[src/rtl/fdiv_pkg.sv]
package fdiv_pkg;
  localparam int unsigned FDIV_CNT_W = 16;

  typedef enum logic [1:0] {
    FD_IDLE = 2'd0,
    FD_ARM  = 2'd1,
    FD_RUN  = 2'd2
  } fdiv_state_t;
endpackage

[src/rtl/fdiv_cfg_regs.sv]
module fdiv_cfg_regs #(
  parameter int unsigned W = 16
) (
  input  logic         clk,
  input  logic         rst,
  input  logic         running,
  input  logic         period_wr,
  input  logic [W-1:0] period_wdata,
  input  logic         mode_wr,
  input  logic         mode_wdata,
  input  logic         oe_wr,
  input  logic         oe_wdata,
  output logic [W-1:0] period_q,
  output logic         mode_q,
  output logic         oe_q
);
  always_ff @(posedge clk) begin
    if (rst) begin
      period_q <= '0;
      mode_q   <= 1'b0;
      oe_q     <= 1'b0;
    end else begin
      if (period_wr)
        period_q <= period_wdata;
      // mode is frozen while the channel runs
      if (mode_wr && !running)
        mode_q <= mode_wdata;
      if (oe_wr)
        oe_q <= oe_wdata;
    end
  end
endmodule

[src/rtl/fdiv_counter.sv]
module fdiv_counter
  import fdiv_pkg::*;
#(
  parameter int unsigned W = 16
) (
  input  logic         clk,
  input  logic         rst,
  input  logic         cnt_tick,
  input  logic         start_trig,
  input  logic         stop_trig,
  input  logic [W-1:0] period_q,
  input  logic         mode_q,
  output logic [W-1:0] count_q,
  output logic         running,
  output logic         arm,
  output logic         evt
);
  localparam logic [W-1:0] ZERO = '0;

  fdiv_state_t st;
  logic        ctl_free;
  logic        at_zero;

  assign ctl_free = !stop_trig && !start_trig;
  assign at_zero  = (count_q == ZERO);
  assign running  = (st != FD_IDLE);
  assign arm      = (st == FD_ARM);

  always_comb begin
    evt = 1'b0;
    if (ctl_free && cnt_tick) begin
      unique case (st)
        FD_ARM:  evt = mode_q;
        FD_RUN:  evt = at_zero;
        default: evt = 1'b0;
      endcase
    end
  end

  always_ff @(posedge clk) begin
    if (rst) begin
      st      <= FD_IDLE;
      count_q <= '0;
    end else if (stop_trig) begin
      st <= FD_IDLE;
    end else if (start_trig) begin
      st <= FD_ARM;
    end else if (cnt_tick) begin
      unique case (st)
        FD_ARM: begin
          count_q <= period_q;
          st      <= FD_RUN;
        end
        FD_RUN: begin
          if (at_zero)
            count_q <= period_q;
          else
            count_q <= count_q - 1'b1;
        end
        default: ;
      endcase
    end
  end
endmodule

[src/rtl/fdiv_out_stage.sv]
module fdiv_out_stage (
  input  logic clk,
  input  logic rst,
  input  logic evt,
  input  logic oe_q,
  input  logic lvl_wr,
  input  logic lvl_wdata,
  output logic irq,
  output logic pin_out
);
  always_ff @(posedge clk) begin
    if (rst) begin
      irq     <= 1'b0;
      pin_out <= 1'b0;
    end else begin
      irq <= evt;
      if (lvl_wr)
        pin_out <= lvl_wdata;
      else if (evt && oe_q)
        pin_out <= ~pin_out;
    end
  end
endmodule

[src/rtl/freqdiv_channel.sv]
module freqdiv_channel #(
  parameter int unsigned W = fdiv_pkg::FDIV_CNT_W
) (
  input  logic         clk,
  input  logic         rst,
  input  logic         cnt_tick,
  input  logic         period_wr,
  input  logic [W-1:0] period_wdata,
  input  logic         mode_wr,
  input  logic         mode_wdata,
  input  logic         oe_wr,
  input  logic         oe_wdata,
  input  logic         lvl_wr,
  input  logic         lvl_wdata,
  input  logic         start_trig,
  input  logic         stop_trig,
  output logic [W-1:0] count_q,
  output logic [W-1:0] period_rd,
  output logic         enabled,
  output logic         irq,
  output logic         pin_out,
  output logic         pin_oe
);
  logic mode_q;
  logic oe_q;
  logic running;
  logic arm_pending;
  logic evt;

  fdiv_cfg_regs #(.W(W)) u_cfg (
    .clk          (clk),
    .rst          (rst),
    .running      (running),
    .period_wr    (period_wr),
    .period_wdata (period_wdata),
    .mode_wr      (mode_wr),
    .mode_wdata   (mode_wdata),
    .oe_wr        (oe_wr),
    .oe_wdata     (oe_wdata),
    .period_q     (period_rd),
    .mode_q       (mode_q),
    .oe_q         (oe_q)
  );

  fdiv_counter #(.W(W)) u_cnt (
    .clk        (clk),
    .rst        (rst),
    .cnt_tick   (cnt_tick),
    .start_trig (start_trig),
    .stop_trig  (stop_trig),
    .period_q   (period_rd),
    .mode_q     (mode_q),
    .count_q    (count_q),
    .running    (running),
    .arm        (arm_pending),
    .evt        (evt)
  );

  fdiv_out_stage u_out (
    .clk       (clk),
    .rst       (rst),
    .evt       (evt),
    .oe_q      (oe_q),
    .lvl_wr    (lvl_wr),
    .lvl_wdata (lvl_wdata),
    .irq       (irq),
    .pin_out   (pin_out)
  );

  assign enabled = running;
  assign pin_oe  = oe_q;
endmodule

[config.mk]
export PLATFORM = sky130hd
export DESIGN_NAME = freqdiv_channel
export DESIGN_NICKNAME = d
export VERILOG_FILES = /design/src/rtl/fdiv_pkg.sv /design/src/rtl/fdiv_cfg_regs.sv /design/src/rtl/fdiv_counter.sv /design/src/rtl/fdiv_out_stage.sv /design/src/rtl/freqdiv_channel.sv
export SDC_FILE = /design/constraint.sdc
export NUM_CORES = 1
export LEC_CHECK = 0
export BUFFER_PORTS_ARGS = -buffer_cell sky130_fd_sc_hd__buf_2
export CAP_MARGIN = 20
export CORE_ASPECT_RATIO = 1.5
export CORE_MARGIN = 1
export CORE_UTILIZATION = 50
export DETAILED_ROUTE_END_ITERATION = 7
export PLACE_DENSITY = 0.79
export SLEW_MARGIN = 0
export SYNTH_ARGS = -nofsm -noshare
export SYNTH_HDL_FRONTEND = slang
export SYNTH_SLANG_ARGS = --single-unit
[constraint.sdc]
create_clock -name clk -period 6.08 [get_ports clk]
set_input_delay 1.216 -clock clk [delete_from_list [all_inputs] [get_ports clk]]
set_output_delay 1.216 -clock clk [all_outputs]
set_load 0.01 [all_outputs]
==> results.md, run 1 <==
* Diode count at 0
* R2R setup slack at around 3.6 ns
* Vias at approximately 1.9k
* Final net count at approximately 320
* Critical-path maximum fanout at 17
* Pwr/cell area at 213 nW/µm²
* Final critical-path share of the clock period at 43.3%
* Ratio of cells with drive above 1 in the final layout at between 20 and 30%
* Headroom to the max-slew limit at 42.5%
* Hold Path Depth at 2
* Die Span X at 53.3 µm
* Max Fclk at between 300 and 400 MHz
* Number of flops mapped to enable cells by yosys at 0
* Req. time, crit path at roughly 6.3 ns
* Synth warn at 0
* # DRC at 0
* Mean Syn Cell Area at about 8.5 µm²
* Syn Nets at around 260
* Post-CTS Resized at 0
* Worst Reg-to-Reg Cells at 5
* Setup crit end kind: register
* Fillers at ~380
* Clock slew at the register clock pins of the worst setup and hold paths at ~0.080 ns
* Die Ht at 79.0 µm
* Area Overhead vs Synth at 19.8%
* Starting Density at between 50% and 60%
* Library cells used by synthesis at 52
* Vias in the first global route at 1795
* Global Route Usage Sum at 26.2%
* Status: complete, no violations
* Fin Hold WS at 0.481 ns
* Initial antenna violation count at 0
* Max Clock Skew at about 0.0052 ns
* RSZ-0062 raised after global routing: false
* First-pass GRT wire length at 8200 µm
* Worst Hold Endpoint: u_cfg.mode_q
* DR pass1 iterations at 4
* Sequential share of the synthesized area at roughly two fifths
* Port bufs at 63
* Routed WL at approximately 5000 µm
* DR iter-0 viols at 65
* Post-CTS setup buffers at 0
* # rows at 27
* Root Buffer: clkbuf_8
* H-tree lvl count at 2
* Clk sinks at 38
* Pin count of the biggest net entering global routing at 44
* Reg2reg start: u_cnt.count_q[5]
* Slew Limit Fails at 0
* Hold Crit Start: u_cfg.mode_q
* Hold_buf cts at 0
* Die area at about 4200 µm²
* FF+latch count, synth at 38
* Routed len/inst at between 10 and 15 µm
* # IOs at between 60 and 70
* Leakage at around 1.0 nW
* Core Box Area at around 3700 µm²
* Routed Antenna Nets at 0
* Worst Tran Pin Value at 0.863 ns
* WP data arrival at 2.81 ns
* Post-Layout Cell Count at around 330
* CTS tree: built
* Final setup viols at 0
* Worst vdd ir at roughly 0.16 mV
* Placed Cells at roughly 320
* Dpl cell area at around 2300 µm²
* Fin crit period at around 2.6 ns
* Setup CP Type: primary input to register
* Hold WC Path Type: register to register
* GR Overflow Total at 0
* Synthesized area at approximately 2000 µm²
* Clock buffer depth at 2
* CTS Buf Count at 5
* Setup_tns at 0 ns
* Crit start category: primary input
* Clock Latency Late Sink at slightly below 0.3 ns
* DP HPWL at 3480 µm
* Top_reg_cell synth: dfxtp_1
* Reg2reg end: u_cnt.count_q[8]
* Final hold viol count at 0
* Syn Inst Count at between 200 and 250
* Design area at approximately 2400 µm²
* Placer congestion estimate at approximately 0.92
* Max-Cap Viols at 0
* Final core utilization at 63.6%
* Post-synth ARST share at 0%
* Vias per inst at just under 6
where the power goes:
group | switching, mW | internal (mW) | total (mW)
clock | 0.0881 | 0.0915 | 0.180
combinational | 0.0317 | 0.0278 | 0.0596
sequential | 0.00760 | 0.258 | 0.265
total | 0.127 | 0.377 | 0.504
critical path, cell delays in order:
cell       delay, ns
buf_2           0.12
nand4bb_1       0.72
nor2_1          0.45
a31oi_1         0.13
o31ai_1         0.10
a21oi_1         0.07
layout by cell type, fill, tap and decap left out, types with 2 or more instances in the layout:
| cell type | instances |
|---|---|
| nand2_1 | 11 |
| clkbuf_8 | 6 |
| o31ai_1 | 3 |
| o21a_1 | 3 |
| nor4_1 | 7 |
| nand4b_1 | 3 |
| o22ai_1 | 4 |
| nor2_1 | 34 |
| dfxtp_1 | 38 |
| nor4b_1 | 2 |
| or4_4 | 2 |
| nand4_1 | 2 |
| a211oi_1 | 3 |
| or3_1 | 2 |
| ha_1 | 5 |
| a21oi_1 | 10 |
| or4_1 | 2 |
| o21ai_0 | 4 |
| o32ai_1 | 4 |
| a31oi_1 | 4 |
| buf_2 | 63 |
| o21ai_1 | 2 |
| nand3_1 | 5 |
| mux2i_1 | 21 |
| inv_1 | 13 |
| nor3_1 | 7 |
layout make-up:
type / instances / area, µm² / share of cell area, %
Tap cell: 43 / 53.8 / 2.28
Timing Repair Buffer: 64 / 323 / 13.7
Clock inverter: 1 / 5.00 / 0.212
Multi-Input combinational cell: 163 / 1090 / 46.0
Clock buffer: 7 / 86.3 / 3.65
Sequential cell: 38 / 761 / 32.2
Inverter: 13 / 48.8 / 2.06
registers in the layout, summed over array words and instances (netlist names):
name / count
u_cfg.mode_q: 1
u_cfg.oe_q: 1
u_cfg.period_q: 16
u_cnt.count_q: 16
u_cnt.st: 2
u_out.irq: 1
u_out.pin_out: 1
per-stage QoR:
stage	total power [mW]	setup slack (ns)
global route	0.531	3.30
finish	0.504	3.44
global placement	0.329	3.27
floorplan	0.307	3.67
detailed placement	0.331	3.16
CTS	0.509	3.47
cells in the mapped netlist, types with 3 or more instances:
cell type / n / area, µm²
dfxtp_1: 38 / 761
nor2_1: 34 / 128
mux2i_1: 21 / 210
inv_1: 13 / 48.8
clkbuf_1: 12 / 45.0
nand2_1: 11 / 41.3
a21oi_1: 10 / 50.1
nor3_1: 7 / 35.0
nor4_1: 7 / 43.8
ha_1: 5 / 62.6
nand3_1: 5 / 25.0
a31oi_1: 4 / 25.0
o21ai_0: 4 / 20.0
o22ai_1: 4 / 25.0
o32ai_1: 4 / 35.0
a211oi_1: 3 / 22.5
nand4b_1: 3 / 26.3
o21a_1: 3 / 22.5
o31ai_1: 3 / 22.5
cells by family after synthesis:
group                      share of synthesized area [%]
AOI/OAI and AO/OA                                   16.7
and+or+nand+nor                                     23.8
adders and majority gates                           3.17
buffers and inverters                               6.72
DFF                                                 38.5
xor gates and xnor gates                           0.444
muxes                                               10.6
worst max path at each step:
stage,start,end,slack (ns),cells after the start
CTS,stop_trig,u_cnt.count_q[7],3.47,6
global route,stop_trig,u_cnt.count_q[7],3.30,6
global placement,stop_trig,u_cnt.count_q[4],3.27,5
detailed placement,stop_trig,u_cnt.count_q[7],3.16,6
floorplan,period_wr,u_cfg.period_q[0],3.67,4
finish,stop_trig,u_cnt.count_q[7],3.44,6
per-layer routing:
metal	part of all wire [%]	global-route usage (%)
met4	1.9	8.68
met5	0	0
met1	41	32.1
met3	4.9	5.17
met2	52	44.3
Power figures use the tool's default switching activity.
==> inputs of run 2 (changes only) <==
==> constraint.sdc (replaced) <==
create_clock -name clk -period 2.55 [get_ports clk]
set_input_delay 0.51 -clock clk [delete_from_list [all_inputs] [get_ports clk]]
set_output_delay 0.51 -clock clk [all_outputs]
set_load 0.01 [all_outputs]
==> results.md, run 2 (synthesis gave the netlist of run 1 again) <==
* Ratio of cells with drive above 1 in the final layout at 30.0%
* Hold Crit Start: start_trig
* Routed WL at ~5000 µm
* Final net count at between 300 and 400
* # DRC at 0
* Worst Tran Pin Value at between 0.8 and 0.9 ns
* Worst vdd ir at between 0.4 and 0.5 mV
* WL met1 at between 2000 and 2500 µm
* Slew Limit Fails at 0
* WP data arrival at 2.48 ns
* Clock Latency Late Sink at 0.29 ns
* Die Span X at between 50 and 60 µm
* Port bufs at 63
* CTS tree: built
* Setup crit end kind: register
* Final critical-path share of the clock period at 90.2%
* Vias in the first global route at approximately 1.8k
* CP max-delay cell: or4b_1
* Hold_buf cts at 0
* CP peak stage delay at 0.52 ns
* Die area at between 4000 and 5000 µm²
* R2R setup slack at 0.25 ns
* Status: complete, no violations
* Hold WC Path Type: primary input to register
* Worst Hold Endpoint: u_cnt.st[1]
* Vias at between 1.5k and 2k
* Commonest non-fill, non-tap cells in the layout: buf_2, dfxtp_1, nor2_1, mux2i_1, inv_1
* Headroom to the max-slew limit at between 40% and 50%
* First-pass GRT wire length at between 8000 and 9000 µm
* Root Buffer: clkbuf_8
* Routed len/inst at around 15 µm
* Setup_tns at 0 ns
* Worst Reg-to-Reg Cells at 6
* Pin count of the biggest net entering global routing at 23
* # rows at 27
* Post-CTS setup buffers at 0
* Placer congestion estimate at ~0.93
* Clk sinks at 38
* Die Ht at a little under 80 µm
* Final setup viols at 0
* DR pass1 iterations at 4
* DR iter-0 viols at 48
* Routed Antenna Nets at 0
* DP HPWL at 3620 µm
* Final core utilization at 65.1%
* Most common cell after layout, fill and taps aside: buf_2
* Area Overhead vs Synth at 22.5%
* H-tree lvl count at 2
* CTS Buf Count at 5
* Hold Path Depth at 2
* Reg2reg start: u_cnt.count_q[0]
* Met2 routed wirelength at between 2000 and 3000 µm
* Max-Cap Viols at 0
* Reg2reg end: u_cnt.count_q[14]
* Fin crit period at around 2.3 ns
* Registers with the most flip-flops: u_cfg.period_q (16), u_cnt.count_q (16), u_cnt.st (2)
* Critical-path maximum fanout at 5
* Routed wl met3 at 282 µm
* CP Cell Sequence: inv_1 -> ha_1 -> or4b_1 -> nor3_1 -> a41oi_1 -> a2111oi_1
* Pwr/cell area at 485 nW/µm²
* GR Overflow Total at 0
* Leakage at roughly 1.1 nW
* Clock slew at the register clock pins of the worst setup and hold paths at approximately 0.070 ns
* Starting Density at between 50% and 60%
* Core Box Area at between 3000 and 4000 µm²
* Global Route Usage Sum at a little over a quarter
* Req. time, crit path at between 2 and 3 ns
* Top Metal Used: met4
* Clock buffer depth at 2
* Max Fclk at around 430 MHz
* Setup CP Type: register to register
* RSZ-0062 raised after global routing: false
* Crit start category: register
* Initial antenna violation count at 0
* Max Clock Skew at ~0.0046 ns
* Vias per inst at ~5.8
* Final hold viol count at 0
* # IOs at 64
* Diode count at 0
## run 2: cell count changes in the layout (fill, tap and decap cells not counted)
cell / before / now
buf_4: 1 / 9
clkbuf_1: 1 / 0
clkbuf_8: 6 / 5
clkinv_2: 1 / 2
nor4_1: 7 / 6
nor4_2: 0 / 1
## run 2: critical path, delay by kind of cell (launching register included)
family / cells / cell delay [ns]
AO/OA/AOI/OAI: 2 / 0.60
adder cells (fa/ha/maj): 1 / 0.26
buffers and inverters: 1 / 0.15
flip-flops: 1 / 0.35
AND/OR/NAND/NOR: 2 / 0.84
## run 2: routing by layer
layer / vias to the layer above / global-route usage (%)
met5: - / 0
li1: 962 / -
met4: 0 / 13.4
met2: 67 / 42.8
met3: 15 / 5.17
met1: 916 / 30.8
## run 2: layout make-up
type / count / area [µm²]
clock buffer: 5 / 68.8
clock inverter: 2 / 10.0
fill: 357 / 1300
inverter: 13 / 48.8
multi-input combinational: 163 / 1090
sequential: 38 / 761
tap: 43 / 53.8
timing repair buffer: 72 / 383
## run 2: how the worst max path moves through the flow
stage	from	endpoint	slack [ns]	cells past startpoint
final	u_cnt.count_q[0]	u_cnt.count_q[14]	0.25	6
after global routing	u_cnt.count_q[0]	u_cnt.count_q[14]	0.08	6
after CTS	u_cnt.count_q[10]	u_cnt.count_q[14]	0.21	5
after floorplan	u_cnt.count_q[0]	u_cnt.count_q[14]	0.43	6
after detailed placement	u_cnt.count_q[10]	u_cnt.count_q[14]	0.24	5
after global placement	u_cnt.count_q[5]	u_cnt.count_q[14]	0.32	5
## run 2: metrics by stage
stage	power, mW	cell area [µm²]	setup slack (ns)	std cells	hold slack (ns)
after floorplan	0.732	1970	0.431	231	0.450
after global placement	0.791	2330	0.324	329	0.466
after detailed placement	0.795	2330	0.241	329	0.489
after CTS	1.18	2410	0.208	336	0.437
after global routing	1.23	2420	0.0762	336	0.449
final	1.17	2420	0.249	336	0.437
## run 2: power breakdown
group | switching, mW | internal, mW
logic | 0.0778 | 0.0716
registers | 0.0184 | 0.614
clock network | 0.208 | 0.183
total | 0.304 | 0.869
## run 2: what timing repair did
item	CTS	global route
endpoints found under the setup margin	0	1
hold endpoints to repair	0	0
gates resized for setup	0	1
==> inputs of run 3 (changes only) <==
--- a/config.mk
+++ b/config.mk
@@ -10,6 +10,7 @@
 export CORE_ASPECT_RATIO = 1.5
 export CORE_MARGIN = 1
 export CORE_UTILIZATION = 50
+export CTS_BUF_LIST = sky130_fd_sc_hd__clkbuf_16
 export DETAILED_ROUTE_END_ITERATION = 7
 export PLACE_DENSITY = 0.79
 export SLEW_MARGIN = 0
==> results.md, run 3 (synthesis gave the netlist of run 1 again) <==
* Status: complete, no violations
* RSZ-0062 raised after global routing: false
* Worst Reg-to-Reg Cells at 6
* Pin count of the biggest net entering global routing at 23
* # IOs at 64
* Hold WC Path Type: primary input to register
* Routed len/inst at about 15 µm
* Clock power share at a little over two fifths
* Fin crit period at between 2 and 2.5 ns
* # DRC at 0
* Worst Hold Endpoint: u_cnt.st[1]
* Max Clock Skew at around 0.0028 ns
* Design area at ~2500 µm²
* Global Route Usage Sum at about a quarter
* Dpl ws at around 0.24 ns
* Worst setup margin at 0.220 ns
* WP data arrival at 2.49 ns
* Commonest non-fill, non-tap cells in the layout: buf_2, dfxtp_1, nor2_1, mux2i_1, inv_1
* CTS Buf Count at 5
* Req. time, crit path at about 2.7 ns
* R2R setup slack at about 0.22 ns
* Die area at approximately 4200 µm²
* Reg2reg end: u_cnt.count_q[14]
* DP HPWL at between 3000 and 4000 µm
* Vias in the first global route at 1805
* Switching fraction of total power at approximately a quarter
* Routed Antenna Nets at 0
* Vias per inst at around 5.9
* Port bufs at between 60 and 70
* First-pass GRT wire length at 8250 µm
* Total power at 1.36 mW
* Clock Latency Late Sink at about 0.28 ns
* Pwr/cell area at around 550 nW/µm²
* Die Span X at between 50 and 60 µm
* Setup_tns at 0 ns
* Initial antenna violation count at 0
* Reg2reg start: u_cnt.count_q[0]
* Starting Density at approximately 53%
* Reg power frac at between 40% and 50%
* Switch Pwr at 0.319 mW
* DR pass1 iterations at 4
* DR iter-0 viols at 62
* Final critical-path share of the clock period at roughly 91%
* Post-CTS setup buffers at 0
* Final hold viol count at 0
* Clock slew at the register clock pins of the worst setup and hold paths at roughly 0.050 ns
* Worst vdd ir at between 0.4 and 0.5 mV
* Setup crit end kind: register
* CTS tree: built
* Setup CP Type: register to register
* Leakage at 1.11 nW
* Root Buffer: clkbuf_16
* Most common cell after layout, fill and taps aside: buf_2
* Post-CTS Resized at 0
* Int Pwr at about 1.0 mW
* # rows at 27
* Max-Cap Viols at 0
* Diode count at 0
* Worst Tran Pin Value at around 0.84 ns
* Max Fclk at ~430 MHz
* Comb power frac at 11.0%
* Final net count at about 330
* Slew Limit Fails at 0
* Area Overhead vs Synth at 25.3%
* Placer congestion estimate at between 0.9 and 1
* Post-Layout Cell Count at between 300 and 400
* Vias at between 1.5k and 2k
* H-tree lvl count at 2
* Hold Path Depth at 2
* Hold Crit Start: start_trig
* Final setup viols at 0
* Crit start category: register
* Routed WL at between 5000 and 6000 µm
* Die Ht at ~79 µm
* Placed Cells at 329
* Critical-path maximum fanout at 5
* Clock buffer depth at 2
* Dpl cell area at roughly 2300 µm²
* Ratio of cells with drive above 1 in the final layout at 30.0%
* Clk sinks at 38
* Headroom to the max-slew limit at 43.8%
* GR Overflow Total at 0
* Hold_buf cts at 0
* Core Box Area at 3720 µm²
* Registers with the most flip-flops: u_cfg.period_q (16), u_cnt.count_q (16), u_cnt.st (2)
[run 3: changes by cell type in the layout (fill, tap and decap cells not counted)]
cell / delta
clkbuf_16: +5
clkbuf_8: -5
[run 3: layer usage]
metal | share of wire (%) | vias to the layer above | track usage (%)
li1 | - | 968 | -
met1 | 40 | 946 | 31.6
met2 | 51 | 70 | 43.8
met3 | 5.6 | 12 | 4.79
met4 | 2.6 | 0 | 10.3
met5 | 0 | - | 0
[run 3: critical path, stage by stage, from the launching register on]
cell,delay (ns)
dfxtp_1,0.34
inv_1,0.15
ha_1,0.26
or4b_1,0.52
nor3_1,0.36
a41oi_1,0.19
a2111oi_1,0.40
[run 3: worst max path at each step]
stage / startpoint / end / slack [ns]
2_1_floorplan: u_cnt.count_q[0] / u_cnt.count_q[14] / 0.43
3_3_place_gp: u_cnt.count_q[5] / u_cnt.count_q[14] / 0.32
3_5_place_dp: u_cnt.count_q[10] / u_cnt.count_q[14] / 0.24
4_1_cts: u_cnt.count_q[10] / u_cnt.count_q[14] / 0.22
5_1_grt: u_cnt.count_q[0] / u_cnt.count_q[14] / 0.06
6_report: u_cnt.count_q[0] / u_cnt.count_q[14] / 0.22
[run 3: per-stage QoR]
stage / utilization (%) / hold slack (ns)
global route: 66.6 / 0.467
CTS: 66.4 / 0.452
global placement: 62.8 / 0.466
floorplan: - / 0.450
finish: 66.6 / 0.459
detailed placement: 62.8 / 0.489
[run 3: final cells by class]
class	instances	area (µm²)
clock buffers	5	125
clock inverters	2	10.0
fillers	345	1240
inverters	13	48.8
multi-input cells	163	1090
flip-flops and latches	38	761
well taps	43	53.8
repair buffers	72	383
[run 3: power by group through the flow]
| stage | registers, mW | logic (mW) | clock network, mW |
|---|---|---|---|
| after floorplan | 0.651 | 0.0808 | 0 |
| after global placement | 0.646 | 0.146 | 0 |
| after detailed placement | 0.646 | 0.149 | 0 |
| after CTS | 0.633 | 0.150 | 0.589 |
| after global routing | 0.636 | 0.166 | 0.615 |
| final | 0.634 | 0.150 | 0.574 |
